File: src/rtl/lpc_burst_pkg.sv
`timescale 1ns/1ps
package lpc_burst_pkg;
  localparam logic [7:0] A_START  = 8'h00;
  localparam logic [7:0] A_STATUS = 8'h04;
  localparam logic [7:0] A_COUNT  = 8'h10;
  localparam logic [7:0] A_CMD    = 8'h14;
  localparam logic [7:0] A_ADDR   = 8'h20;
  localparam logic [7:0] A_WFIFO  = 8'h24;
  localparam logic [7:0] A_RFIFO  = 8'h28;

  localparam int CMD_DIR_BIT = 0;
  localparam int CMD_FIX_BIT = 3;

  localparam logic [3:0] NIB_START  = 4'h0;
  localparam logic [3:0] CT_IO_RD   = 4'h0;
  localparam logic [3:0] CT_IO_WR   = 4'h2;
  localparam logic [3:0] SYNC_READY = 4'h0;
  localparam logic [3:0] SYNC_SWAIT = 4'h5;
  localparam logic [3:0] SYNC_LWAIT = 4'h6;
  localparam logic [3:0] NIB_IDLE   = 4'hF;

  typedef enum logic [3:0] {
    PH_IDLE, PH_START, PH_CTYP, PH_ADDR, PH_WDATA,
    PH_TARH, PH_SYNC, PH_RDATA, PH_TART
  } phase_t;

  typedef enum logic [1:0] {SQ_IDLE, SQ_ISSUE, SQ_WAIT} seq_t;
endpackage

File: src/rtl/lpc_byte_fifo.sv
`timescale 1ns/1ps
// Byte queue with valid/ready on both sides. DEPTH must be a power of two.
module lpc_byte_fifo #(
  parameter int DEPTH = 16,
  parameter int W     = 8
) (
  input  logic         clk,
  input  logic         rst_n,
  input  logic         flush,
  input  logic         in_valid,
  output logic         in_ready,
  input  logic [W-1:0] in_data,
  output logic         out_valid,
  input  logic         out_ready,
  output logic [W-1:0] out_data
);
  localparam int PW = $clog2(DEPTH);

  logic [W-1:0] mem [DEPTH];
  logic [PW:0]  wp, rp;
  logic         full;

  assign full      = (wp[PW] != rp[PW]) && (wp[PW-1:0] == rp[PW-1:0]);
  assign in_ready  = !full;
  assign out_valid = (wp != rp);
  assign out_data  = mem[rp[PW-1:0]];

  always_ff @(posedge clk or negedge rst_n) begin
    if (!rst_n) begin
      wp <= '0;
      rp <= '0;
    end else if (flush) begin
      wp <= '0;
      rp <= '0;
    end else begin
      if (in_valid && in_ready)   wp <= wp + 1'b1;
      if (out_valid && out_ready) rp <= rp + 1'b1;
    end
  end

  always_ff @(posedge clk) begin
    if (in_valid && in_ready && !flush) mem[wp[PW-1:0]] <= in_data;
  end
endmodule

File: src/rtl/lpc_io_cycle.sv
`timescale 1ns/1ps
// One byte-wide I/O cycle on the nibble bus, launched by a one-clock go.
module lpc_io_cycle import lpc_burst_pkg::*; #(
  parameter int MAX_WAIT = 256
) (
  input  logic        clk,
  input  logic        rst_n,
  input  logic        go,
  input  logic        wr,
  input  logic [15:0] addr,
  input  logic [7:0]  wbyte,
  output logic        done,
  output logic        ok,
  output logic [7:0]  rbyte,
  output logic        lframe_n,
  output logic [3:0]  lad_o,
  output logic        lad_oe,
  input  logic [3:0]  lad_i
);
  localparam int WCW = $clog2(MAX_WAIT + 1);

  phase_t       phase;
  logic [1:0]   sub;
  logic         wr_q;
  logic [15:0]  addr_q;
  logic [7:0]   wbyte_q;
  logic [WCW-1:0] wcnt;
  logic         is_wait;

  assign is_wait = (lad_i == SYNC_SWAIT) || (lad_i == SYNC_LWAIT);

  always_ff @(posedge clk or negedge rst_n) begin
    if (!rst_n) begin
      phase   <= PH_IDLE;
      sub     <= '0;
      wr_q    <= 1'b0;
      addr_q  <= '0;
      wbyte_q <= '0;
      wcnt    <= '0;
      rbyte   <= '0;
      done    <= 1'b0;
      ok      <= 1'b0;
    end else begin
      done <= 1'b0;
      unique case (phase)
        PH_IDLE: if (go) begin
          wr_q    <= wr;
          addr_q  <= addr;
          wbyte_q <= wbyte;
          phase   <= PH_START;
        end
        PH_START: phase <= PH_CTYP;
        PH_CTYP: begin
          phase <= PH_ADDR;
          sub   <= '0;
        end
        PH_ADDR: begin
          if (sub == 2'd3) begin
            phase <= wr_q ? PH_WDATA : PH_TARH;
            sub   <= '0;
          end else begin
            sub <= sub + 1'b1;
          end
        end
        PH_WDATA: begin
          if (sub == 2'd1) begin
            phase <= PH_TARH;
            sub   <= '0;
          end else begin
            sub <= sub + 1'b1;
          end
        end
        PH_TARH: begin
          if (sub == 2'd1) begin
            phase <= PH_SYNC;
            sub   <= '0;
            wcnt  <= '0;
          end else begin
            sub <= sub + 1'b1;
          end
        end
        PH_SYNC: begin
          if (lad_i == SYNC_READY) begin
            phase <= wr_q ? PH_TART : PH_RDATA;
            sub   <= '0;
          end else if (is_wait && (wcnt != WCW'(MAX_WAIT))) begin
            wcnt <= wcnt + 1'b1;
          end else begin
            phase <= PH_IDLE;
            done  <= 1'b1;
            ok    <= 1'b0;
          end
        end
        PH_RDATA: begin
          if (sub == 2'd0) begin
            rbyte[3:0] <= lad_i;
            sub        <= 2'd1;
          end else begin
            rbyte[7:4] <= lad_i;
            phase      <= PH_TART;
            sub        <= '0;
          end
        end
        PH_TART: begin
          if (sub == 2'd1) begin
            phase <= PH_IDLE;
            sub   <= '0;
            done  <= 1'b1;
            ok    <= 1'b1;
          end else begin
            sub <= sub + 1'b1;
          end
        end
        default: phase <= PH_IDLE;
      endcase
    end
  end

  always_comb begin
    lframe_n = (phase != PH_START);
    lad_oe   = 1'b0;
    lad_o    = NIB_IDLE;
    unique case (phase)
      PH_START: begin
        lad_oe = 1'b1;
        lad_o  = NIB_START;
      end
      PH_CTYP: begin
        lad_oe = 1'b1;
        lad_o  = wr_q ? CT_IO_WR : CT_IO_RD;
      end
      PH_ADDR: begin
        lad_oe = 1'b1;
        unique case (sub)
          2'd0:    lad_o = addr_q[15:12];
          2'd1:    lad_o = addr_q[11:8];
          2'd2:    lad_o = addr_q[7:4];
          default: lad_o = addr_q[3:0];
        endcase
      end
      PH_WDATA: begin
        lad_oe = 1'b1;
        lad_o  = (sub == 2'd0) ? wbyte_q[3:0] : wbyte_q[7:4];
      end
      PH_TARH: begin
        lad_oe = (sub == 2'd0);
        lad_o  = NIB_IDLE;
      end
      default: begin
        lad_oe = 1'b0;
        lad_o  = NIB_IDLE;
      end
    endcase
  end
endmodule

File: src/rtl/lpc_burst_seq.sv
`timescale 1ns/1ps
// Walks a burst: one io cycle per byte, address stepping, queue traffic, status.
module lpc_burst_seq import lpc_burst_pkg::*; #(
  parameter int DEPTH = 16,
  parameter int CNT_W = 5
) (
  input  logic             clk,
  input  logic             rst_n,
  input  logic             start,
  input  logic [CNT_W-1:0] cnt,
  input  logic             wr,
  input  logic             fixed,
  input  logic [15:0]      base,
  input  logic             wf_valid,
  input  logic [7:0]       wf_data,
  output logic             wf_pop,
  output logic             wf_flush,
  output logic             rf_push,
  output logic [7:0]       rf_data,
  output logic             rf_flush,
  output logic             io_go,
  output logic             io_wr,
  output logic [15:0]      io_addr,
  output logic [7:0]       io_wbyte,
  input  logic             io_done,
  input  logic             io_ok,
  input  logic [7:0]       io_rbyte,
  output logic             busy,
  output logic             finished
);
  seq_t             state;
  logic [CNT_W-1:0] remaining;
  logic [15:0]      cur_addr;
  logic             wr_q, fixed_q;
  logic             cnt_ok, starved, last_done;

  assign cnt_ok    = (cnt != '0) && (cnt <= CNT_W'(DEPTH));
  assign busy      = (state != SQ_IDLE);
  assign starved   = (state == SQ_ISSUE) && wr_q && !wf_valid;
  assign last_done = (state == SQ_WAIT) && io_done && (!io_ok || remaining == CNT_W'(1));

  assign io_go    = (state == SQ_ISSUE) && (!wr_q || wf_valid);
  assign io_wr    = wr_q;
  assign io_addr  = cur_addr;
  assign io_wbyte = wf_data;
  assign wf_pop   = io_go && wr_q;
  assign rf_push  = (state == SQ_WAIT) && io_done && io_ok && !wr_q;
  assign rf_data  = io_rbyte;
  assign rf_flush = start && (state == SQ_IDLE);
  assign wf_flush = (start && (state == SQ_IDLE) && !cnt_ok) || starved || last_done;

  always_ff @(posedge clk or negedge rst_n) begin
    if (!rst_n) begin
      state     <= SQ_IDLE;
      remaining <= '0;
      cur_addr  <= '0;
      wr_q      <= 1'b0;
      fixed_q   <= 1'b0;
      finished  <= 1'b0;
    end else begin
      unique case (state)
        SQ_IDLE: if (start) begin
          finished <= 1'b0;
          if (cnt_ok) begin
            remaining <= cnt;
            cur_addr  <= base;
            wr_q      <= wr;
            fixed_q   <= fixed;
            state     <= SQ_ISSUE;
          end
        end
        SQ_ISSUE: begin
          if (io_go)        state <= SQ_WAIT;
          else if (starved) state <= SQ_IDLE;
        end
        SQ_WAIT: if (io_done) begin
          if (!io_ok) begin
            state <= SQ_IDLE;
          end else if (remaining == CNT_W'(1)) begin
            state    <= SQ_IDLE;
            finished <= 1'b1;
          end else begin
            remaining <= remaining - CNT_W'(1);
            if (!fixed_q) cur_addr <= cur_addr + 16'd1;
            state <= SQ_ISSUE;
          end
        end
        default: state <= SQ_IDLE;
      endcase
    end
  end
endmodule

File: src/rtl/lpc_burst_host.sv
`timescale 1ns/1ps
module lpc_burst_host import lpc_burst_pkg::*; #(
  parameter int FIFO_DEPTH = 16,
  parameter int MAX_WAIT   = 256
) (
  input  logic        clk,
  input  logic        rst_n,
  input  logic        reg_wr_en,
  input  logic        reg_rd_en,
  input  logic [7:0]  reg_addr,
  input  logic [31:0] reg_wdata,
  output logic [31:0] reg_rdata,
  output logic        reg_rvalid,
  output logic        lframe_n,
  output logic [3:0]  lad_o,
  output logic        lad_oe,
  input  logic [3:0]  lad_i
);
  localparam int CNT_W = $clog2(FIFO_DEPTH + 1);

  logic [CNT_W-1:0] cfg_cnt;
  logic             cfg_cmd_wr, cfg_cmd_fix;
  logic [15:0]      cfg_addr;
  logic             busy, finished, wr_ok, start;

  logic       wf_push, wf_in_ready, wf_valid, wf_pop, wf_flush;
  logic [7:0] wf_data;
  logic       rf_push, rf_in_ready, rf_valid, rf_pop, rf_flush;
  logic [7:0] rf_in_data, rf_data;

  logic        io_go, io_wr, io_done, io_ok;
  logic [15:0] io_addr;
  logic [7:0]  io_wbyte, io_rbyte;
  logic        unused_bits;

  assign unused_bits = ^{reg_wdata[31:16], wf_in_ready, rf_in_ready};

  assign wr_ok   = reg_wr_en && !busy;
  assign start   = wr_ok && (reg_addr == A_START) && reg_wdata[0];
  assign wf_push = wr_ok && (reg_addr == A_WFIFO);
  assign rf_pop  = reg_rd_en && (reg_addr == A_RFIFO);

  always_ff @(posedge clk or negedge rst_n) begin
    if (!rst_n) begin
      cfg_cnt     <= '0;
      cfg_cmd_wr  <= 1'b0;
      cfg_cmd_fix <= 1'b0;
      cfg_addr    <= '0;
    end else if (wr_ok) begin
      unique case (reg_addr)
        A_COUNT: cfg_cnt <= reg_wdata[CNT_W-1:0];
        A_CMD: begin
          cfg_cmd_wr  <= reg_wdata[CMD_DIR_BIT];
          cfg_cmd_fix <= reg_wdata[CMD_FIX_BIT];
        end
        A_ADDR:  cfg_addr <= reg_wdata[15:0];
        default: ;
      endcase
    end
  end

  always_ff @(posedge clk or negedge rst_n) begin
    if (!rst_n) begin
      reg_rvalid <= 1'b0;
      reg_rdata  <= '0;
    end else begin
      reg_rvalid <= reg_rd_en;
      if (reg_rd_en) begin
        unique case (reg_addr)
          A_STATUS: reg_rdata <= {30'd0, finished, !busy};
          A_COUNT:  reg_rdata <= {{(32-CNT_W){1'b0}}, cfg_cnt};
          A_CMD:    reg_rdata <= {28'd0, cfg_cmd_fix, 2'b00, cfg_cmd_wr};
          A_ADDR:   reg_rdata <= {16'd0, cfg_addr};
          A_RFIFO:  reg_rdata <= rf_valid ? {24'd0, rf_data} : 32'd0;
          default:  reg_rdata <= 32'd0;
        endcase
      end
    end
  end

  lpc_byte_fifo #(.DEPTH(FIFO_DEPTH), .W(8)) u_wfifo (
    .clk(clk), .rst_n(rst_n), .flush(wf_flush),
    .in_valid(wf_push), .in_ready(wf_in_ready), .in_data(reg_wdata[7:0]),
    .out_valid(wf_valid), .out_ready(wf_pop), .out_data(wf_data)
  );

  lpc_byte_fifo #(.DEPTH(FIFO_DEPTH), .W(8)) u_rfifo (
    .clk(clk), .rst_n(rst_n), .flush(rf_flush),
    .in_valid(rf_push), .in_ready(rf_in_ready), .in_data(rf_in_data),
    .out_valid(rf_valid), .out_ready(rf_pop), .out_data(rf_data)
  );

  lpc_burst_seq #(.DEPTH(FIFO_DEPTH), .CNT_W(CNT_W)) u_seq (
    .clk(clk), .rst_n(rst_n), .start(start), .cnt(cfg_cnt),
    .wr(cfg_cmd_wr), .fixed(cfg_cmd_fix), .base(cfg_addr),
    .wf_valid(wf_valid), .wf_data(wf_data), .wf_pop(wf_pop), .wf_flush(wf_flush),
    .rf_push(rf_push), .rf_data(rf_in_data), .rf_flush(rf_flush),
    .io_go(io_go), .io_wr(io_wr), .io_addr(io_addr), .io_wbyte(io_wbyte),
    .io_done(io_done), .io_ok(io_ok), .io_rbyte(io_rbyte),
    .busy(busy), .finished(finished)
  );

  lpc_io_cycle #(.MAX_WAIT(MAX_WAIT)) u_io (
    .clk(clk), .rst_n(rst_n), .go(io_go), .wr(io_wr), .addr(io_addr),
    .wbyte(io_wbyte), .done(io_done), .ok(io_ok), .rbyte(io_rbyte),
    .lframe_n(lframe_n), .lad_o(lad_o), .lad_oe(lad_oe), .lad_i(lad_i)
  );
endmodule

File: config.mk
export PLATFORM = sky130hd
export DESIGN_NAME = lpc_burst_host
export DESIGN_NICKNAME = d
export VERILOG_FILES = /design/src/rtl/lpc_burst_pkg.sv /design/src/rtl/lpc_byte_fifo.sv /design/src/rtl/lpc_io_cycle.sv /design/src/rtl/lpc_burst_seq.sv /design/src/rtl/lpc_burst_host.sv
export SDC_FILE = /design/constraint.sdc
export NUM_CORES = 1
export LEC_CHECK = 0
export BUFFER_PORTS_ARGS = -buffer_cell sky130_fd_sc_hd__buf_2
export CAP_MARGIN = 15
export CORE_MARGIN = 4
export CORE_UTILIZATION = 39
export DETAILED_ROUTE_END_ITERATION = 6
export HOLD_SLACK_MARGIN = 0.03
export PLACE_DENSITY_LB_ADDON = 0.08
export SYNTH_ARGS = -nofsm -noshare
export SYNTH_HDL_FRONTEND = slang
export SYNTH_SLANG_ARGS = --single-unit
File: constraint.sdc
create_clock -name clk -period 3 [get_ports clk]
set_input_delay 0.3 -clock clk [delete_from_list [all_inputs] [get_ports clk]]
set_output_delay 0.3 -clock clk [all_outputs]
set_load 0.1 [all_outputs]
# Word level (Yosys, flattened, before mapping)
# Memories as Yosys holds them, arrays and structs flattened. A register that Yosys moved wholly into a read port is not among the register bits.
# Cells that the tools add are included.
# word_totals
regBits	144
mem_bits_rw	256
inputBits	48
out_inout_bits	39
wordCells	231
n_memories	2
# classes
addsub	8
n_lt_le_gt_ge	1
eq_ne	49
n_mux	73
bitwise_logic	1
reduce_logical	72
# mem_list
name	words	word_bits	read_ports	rd_ports_with_merged_regs	write_ports	line	text
u_rfifo.mem	16	8	1	0	1	lpc_byte_fifo.sv:19	logic [W-1:0] mem [DEPTH];
u_wfifo.mem	16	8	1	1	1	lpc_byte_fifo.sv:19	
# op_table
cell	n
$mux W16	6
$pmux W16 S5	1
$mux W5	13
$mux W4	10
$pmux W4 S9	1
$pmux W16 S2	1
$mux W9	3
$logic_and A1 B1 Y1	25
$eq A4 B3 Y1 const B	6
$eq A8 B6 Y1 const B	3
$ne A2 B1 Y1 const B	11
$add A5 B1 Y5 const B	4
$mux W2	10
$pmux W9 S2	1
$mux W1	17
$add A16 B1 Y16 const B	1
$eq A8 B5 Y1 const B	2
$pmux W4 S4	1
$reduce_bool A2 Y1	8
$reduce_and A2 Y1	7
$reduce_and A7 Y1	2
$ne A2 B2 Y1 const B	6
$pmux W4 S3	1
$reduce_and A4 Y1	3
other kinds (35)	61

# Longest topological paths before layout
# logic_depth
depth_word	13
mapped_depth	8

# Modules after synthesis
# Synthesis repeated with hierarchy kept, for this count alone.
# hier_totals
hier_cells	1303
area_unflattened_um2	18148.7
# modules_own_cells
mod	instances	cells_each	area_each_um2
lpc_byte_fifo	2	329	5734.2
lpc_io_cycle	1	252	2738.9
lpc_burst_host	1	173	1984.4
lpc_burst_seq	1	220	1956.9

# Worst setup path after synthesis
# Ideal clock, no wire load.
# synth_path
path_type	reg-to-output
startpoint	reg u_io.sub[0]
endpoint	out lad_oe
arrival_time_ns	3.395
required_time_ns	2.700
path_slack_ns	-0.695
path_stages_with_launch	6
cell_sequence	dfrtp_1 -> inv_1 -> ha_1 -> clkbuf_1 -> o21ai_0 -> a211oi_1
# synth_between
elab_chain_cells	2
# synth_lines
element	line	text
start: declaration	lpc_io_cycle.sv:23	logic [1:0] sub;
start signal: assignment	lpc_io_cycle.sv:62	sub <= sub + 1'b1;
start signal: assignment	lpc_io_cycle.sv:70	sub <= sub + 1'b1;
start signal: assignment	lpc_io_cycle.sv:79	sub <= sub + 1'b1;
$logic_not A2 Y1	lpc_io_cycle.sv:146	lad_oe = (sub == 2'd0);
$pmux W1 S2	lpc_io_cycle.sv:123	unique case (phase)
end: declaration	lpc_burst_host.sv:16	output logic lad_oe,
# No other way between the ends.

# Worst setup path after layout
# layout_path
startpoint	reg u_io.sub[1]
endpoint	out lad_o[1]
# layout_between
elab_chain_cells	3
word_cells_on_any_way	6
cone_classes	eq/ne: 2; mux: 3; reduce/logical: 1
# layout_lines
element	line	text
$eq A2 B2 Y1, or another cell as far along	lpc_io_cycle.sv:134	unique case (sub)
$pmux W4 S3 / $mux W4 (equally long branches)	lpc_io_cycle.sv:134, lpc_io_cycle.sv:143	
$pmux W4 S4 (*)	lpc_io_cycle.sv:123	
end: declaration	lpc_burst_host.sv:15	output logic [3:0] lad_o,
# Every way passes the cells marked *; elsewhere a longest branch is shown, timed or not.

==> metrics list <==
* Starting DRC count in detailed routing: 612
* Filler instances: 3,898
* Vias in the first global route: approximately 10,000
- Die span in x: between 200 and 250 microns
- The flow ran to the end, and the final reports show no timing, DRC or antenna violations.
- Classification of the worst setup path: flop to output pin
- Gate count after technology mapping: 1,156
- TritonCTS built the clock tree.
- Clock-pin slew was measured on the worst setup and hold paths at roughly 0.06 ns.
- Input and output buffers added on the ports amount to 54.
- Vias: around 10,000
- Average via count per standard cell: roughly 5.4
- Initial antenna violation count: 3
- The most used flip-flop cell after synthesis is edfxtp_1.
- Gpl congestion: 0.815
- In this run the standard cell core region covers between 40,000 and 50,000 sq um.
- Reg-to-Reg Start: u_seq.state[1]$_DFFE_PN0P_
* Detailed-placement wirelength estimate: around 28,000 microns
- STA classifies the critical path startpoint as a flop.
- The worst register-to-register path has a depth of 6.
- Total routing usage reported by global routing: about 18%
- The initial utilization of the core area, before any placement, comes to between 30% and 40%.
* Router iterations before antenna repair: 5
- Min-Delay Startpoint: reg_wdata[2]
- Layout Area Growth over Synthesis: 16.2%
- Worst slew pin tran: about 0.92 ns
* Insertion delay of the later-clocked pin in the worst-skew pair: around 0.57 ns
* Tightest hold margin: approximately 0.18 ns
* Worst max-slew margin expressed relative to the limit: 38.2%
- Pin count of the biggest net entering global routing: 57
* Setup tns final: 0 ns
* Share of async-settable or async-resettable flops after synthesis: 34.7%
- For the final database, setup skew stands at 0.0187 ns.
- The final hold violation count came to 0.
- Power density of the placed cells: between 600 and 700 nW/um^2
- Worst Hold Path EP: u_wfifo.mem[2][2]$_DFFE_PP_
- Max cap viols: 0
- The synthesized design contains 392 register bits.
- Final Critical Period: approximately 2.9 ns
* Signal arrival time at the worst endpoint: around 2.6 ns
- NumNets Final: roughly 1,300
- Max Fanout on Critical Path: 8
* Portion of the post-synthesis area used by sequential elements: roughly 64%
- Kind of end point of the critical path: output pin
- Peak Freq: ~350 MHz
- CTS Buffer Depth: 3
- Period Utilization, post-route: 95.6%
* Leakage power figure: about 7.5 nW
- Reg-to-reg critical path endpoint: u_wfifo.mem[14][7]$_DFFE_PP_
* CTS H-tree depth: 2
- Area of the die: ~48,000 sq um
- In the routed design, unresolved DRC markers number 0.
* Total of warnings raised by yosys: 0
- Fin. max-slew vios: 0
- Number of enable flip-flop cells after synthesis: 256
- Post-synthesis instance area: about 17,000 sq um
* Average size of a mapped cell: between 10 and 15 sq um
- Finished Core Util: a little under half
* Worst endpoint required time: ~2.7 ns
* Number of sinks driven by the clock tree: 392
- Wirelength per Cell: 22.4 microns
* Number of cells traversed by the worst hold path: 1
- The synthesized netlist contains 81 unique library cells.
- Vertical extent of the die: between 200 and 250 microns
- Aggregate routed wire length: between 40,000 and 50,000 microns
* Top-Level Pins: 87
* Num CTS Buffers: between 40 and 50
- Setup repair after global routing left no endpoint under its margin.
- Reg-to-reg slack, setup: between 0.4 and 0.5 ns
- The worst-case IR drop observed on VDD is between 0.0005 and 0.0006 V.
- Root cell of the clock tree: clkbuf_16
- Setup violations remaining at the end of the flow were counted as 0.
* First-pass GRT wire length: about 66,000 microns
* Total global routing overflow: 0
- Number of nets with antenna violations after routing: 0
- After floorplanning, the core was divided into 76 placement rows.
- In the final layout, the share of cells above drive strength 1 is ~26%.
- In this run the worst hold path is classified as input port to flop.
layer usage:
metal / global-route usage [%] / wire length, microns / up-vias / part of all wire (%)
met3: 2.79 / 1630 / 50 / 3.9
met4: 5.46 / 983 / 0 / 2.3
met2: 29.8 / 21000 / 176 / 50
met1: 25.0 / 18700 / 5261 / 44
li1: - / - / 4716 / -
met5: 0 / 0 / - / 0
cell usage in the layout (no fill, tap or decap), types with 9 or more instances in the layout:
cell	count
mux2_2	59
buf_2	52
a21oi_1	36
buf_4	58
mux2i_1	18
ha_1	17
clkinv_1	10
and3_1	20
dfrtp_1	133
nor2_1	56
a22oi_1	24
nand4_1	9
clkbuf_16	44
mux4_2	64
o21ai_0	31
dlygate4sd3_1	14
a22o_1	10
nor3_1	26
nor4_1	11
xor2_1	10
nor2b_1	18
edfxtp_1	256
a211oi_1	15
inv_1	18
nand2_1	57
nand3_1	19
o211ai_1	9
nand2b_1	13
conb_1	16
xnor2_1	13
report_power, final:
| group | internal, mW | switching, mW |
|---|---|---|
| Clock | 3.09 | 2.19 |
| Combinational | 0.691 | 1.37 |
| Sequential | 6.16 | 0.469 |
critical path, cell delays in order, from the launching register on:
cell and delay [ns]:
dfrtp_1 0.41, inv_2 0.08, ha_4 0.20, a222oi_1 0.32
o21ai_1 0.13, a311oi_2 0.31, a21oi_1 0.05, or2_2 0.32
buf_12 0.18
layout make-up:
cell class,count,area [sq um],share of cell area [%]
inverter,21,78.8,0.394
timing repair buffer,130,947,4.73
clock inverter,27,255,1.28
clock buffer,53,1150,5.77
tap,585,732,3.66
antenna,1,2.50,0.0125
multi-input combinational,678,5750,28.7
sequential,392,11100,55.4
synth_stat cells (4+ instances only):
master / count / share of area (%)
edfxtp_1: 256 / 45
dfrtp_1: 136 / 20
mux4_2: 64 / 8.4
mux2_2: 59 / 3.9
nand2_1: 57 / 1.2
nor2_1: 56 / 1.2
clkbuf_1: 41 / 0.89
a21oi_1: 36 / 1.0
o21ai_0: 35 / 1.0
nor3_1: 26 / 0.76
a22oi_1: 24 / 1.0
and3_1: 20 / 0.73
inv_1: 20 / 0.44
ha_1: 19 / 1.4
nand3_1: 19 / 0.55
mux2i_1: 18 / 1.0
nor2b_1: 18 / 0.65
a211oi_1: 16 / 0.70
buf_4: 16 / 0.70
nand2b_1: 13 / 0.47
xnor2_1: 13 / 0.66
buf_2: 12 / 0.35
nor4_1: 11 / 0.40
a22o_1: 10 / 0.51
xor2_1: 10 / 0.51
nand4_1: 9 / 0.33
o211ai_1: 9 / 0.39
a221o_1: 7 / 0.41
a2bb2oi_1: 7 / 0.36
buf_1: 7 / 0.15
and2_1: 6 / 0.22
o22ai_1: 6 / 0.22
or4_1: 6 / 0.26
a31oi_1: 5 / 0.18
o31ai_1: 5 / 0.22
or2_2: 5 / 0.18
or3_1: 5 / 0.18
a222oi_1: 4 / 0.23
nor4b_1: 4 / 0.20
o2bb2ai_1: 4 / 0.20
state kept, by name (all words and copies together) (netlist names), 2 cells and up:
name,cells
u_wfifo.rp,5
u_seq.remaining,5
u_io.wbyte_q,8
u_io.sub,2
u_wfifo.mem,128
u_io.wcnt,9
u_rfifo.rp,5
cfg_cnt,5
u_io.addr_q,16
reg_rdata,16
cfg_addr,16
u_seq.state,2
u_io.phase,4
u_rfifo.wp,5
u_wfifo.wp,5
u_io.rbyte,8
u_seq.io_addr,16
u_rfifo.mem,128
cell families (layout without fill, tap and decap cells):
family,Yosys count,after routing,synth area share (%)
AO/OA/AOI/OAI,203,203,8.46
AND/OR/NAND/NOR,276,276,8.56
flip-flops,392,392,64.4
XOR/XNOR,23,23,1.17
multiplexers,141,141,13.3
adder cells (fa/ha/maj),19,19,1.38
buffers and inverters,101,231,2.77
other,1,17,0.0218
stage by stage:
step	total power, mW	instance area (sq um)	instances	setup slack [ns]
finish	14.0	20000	1887	0.132
global route	14.6	20000	1886	0.00739
CTS	14.1	20000	1885	0.00598
detailed placement	8.74	18400	1791	0.245
global placement	8.73	18400	1791	0.220
floorplan	8.06	17300	1171	0.130
worst max-delay path by stage:
stage	slack [ns]	cells after the start	startpoint	end
floorplan	0.13	7	u_io.sub[0]$_DFFE_PN0P_	lad_o[0]
global placement	0.22	7	reg_addr[4]	u_wfifo.mem[8][4]$_DFFE_PP_
detailed placement	0.25	7	reg_addr[4]	u_wfifo.mem[14][7]$_DFFE_PP_
CTS	0.006	8	u_io.sub[0]$_DFFE_PN0P_	lad_o[1]
global route	0.007	8	u_io.sub[1]$_DFFE_PN0P_	lad_o[1]
finish	0.13	8	u_io.sub[1]$_DFFE_PN0P_	lad_o[1]
what timing repair did:
action                     CTS  global route
pin swaps                    2             3
hold buffers                14             0
setup endpoints to repair    1             2
buffers inserted             0             1
hold endpoints to repair    67             0
gates resized for setup      4             9
No activity file was read; power rests on OpenSTA's default activity.
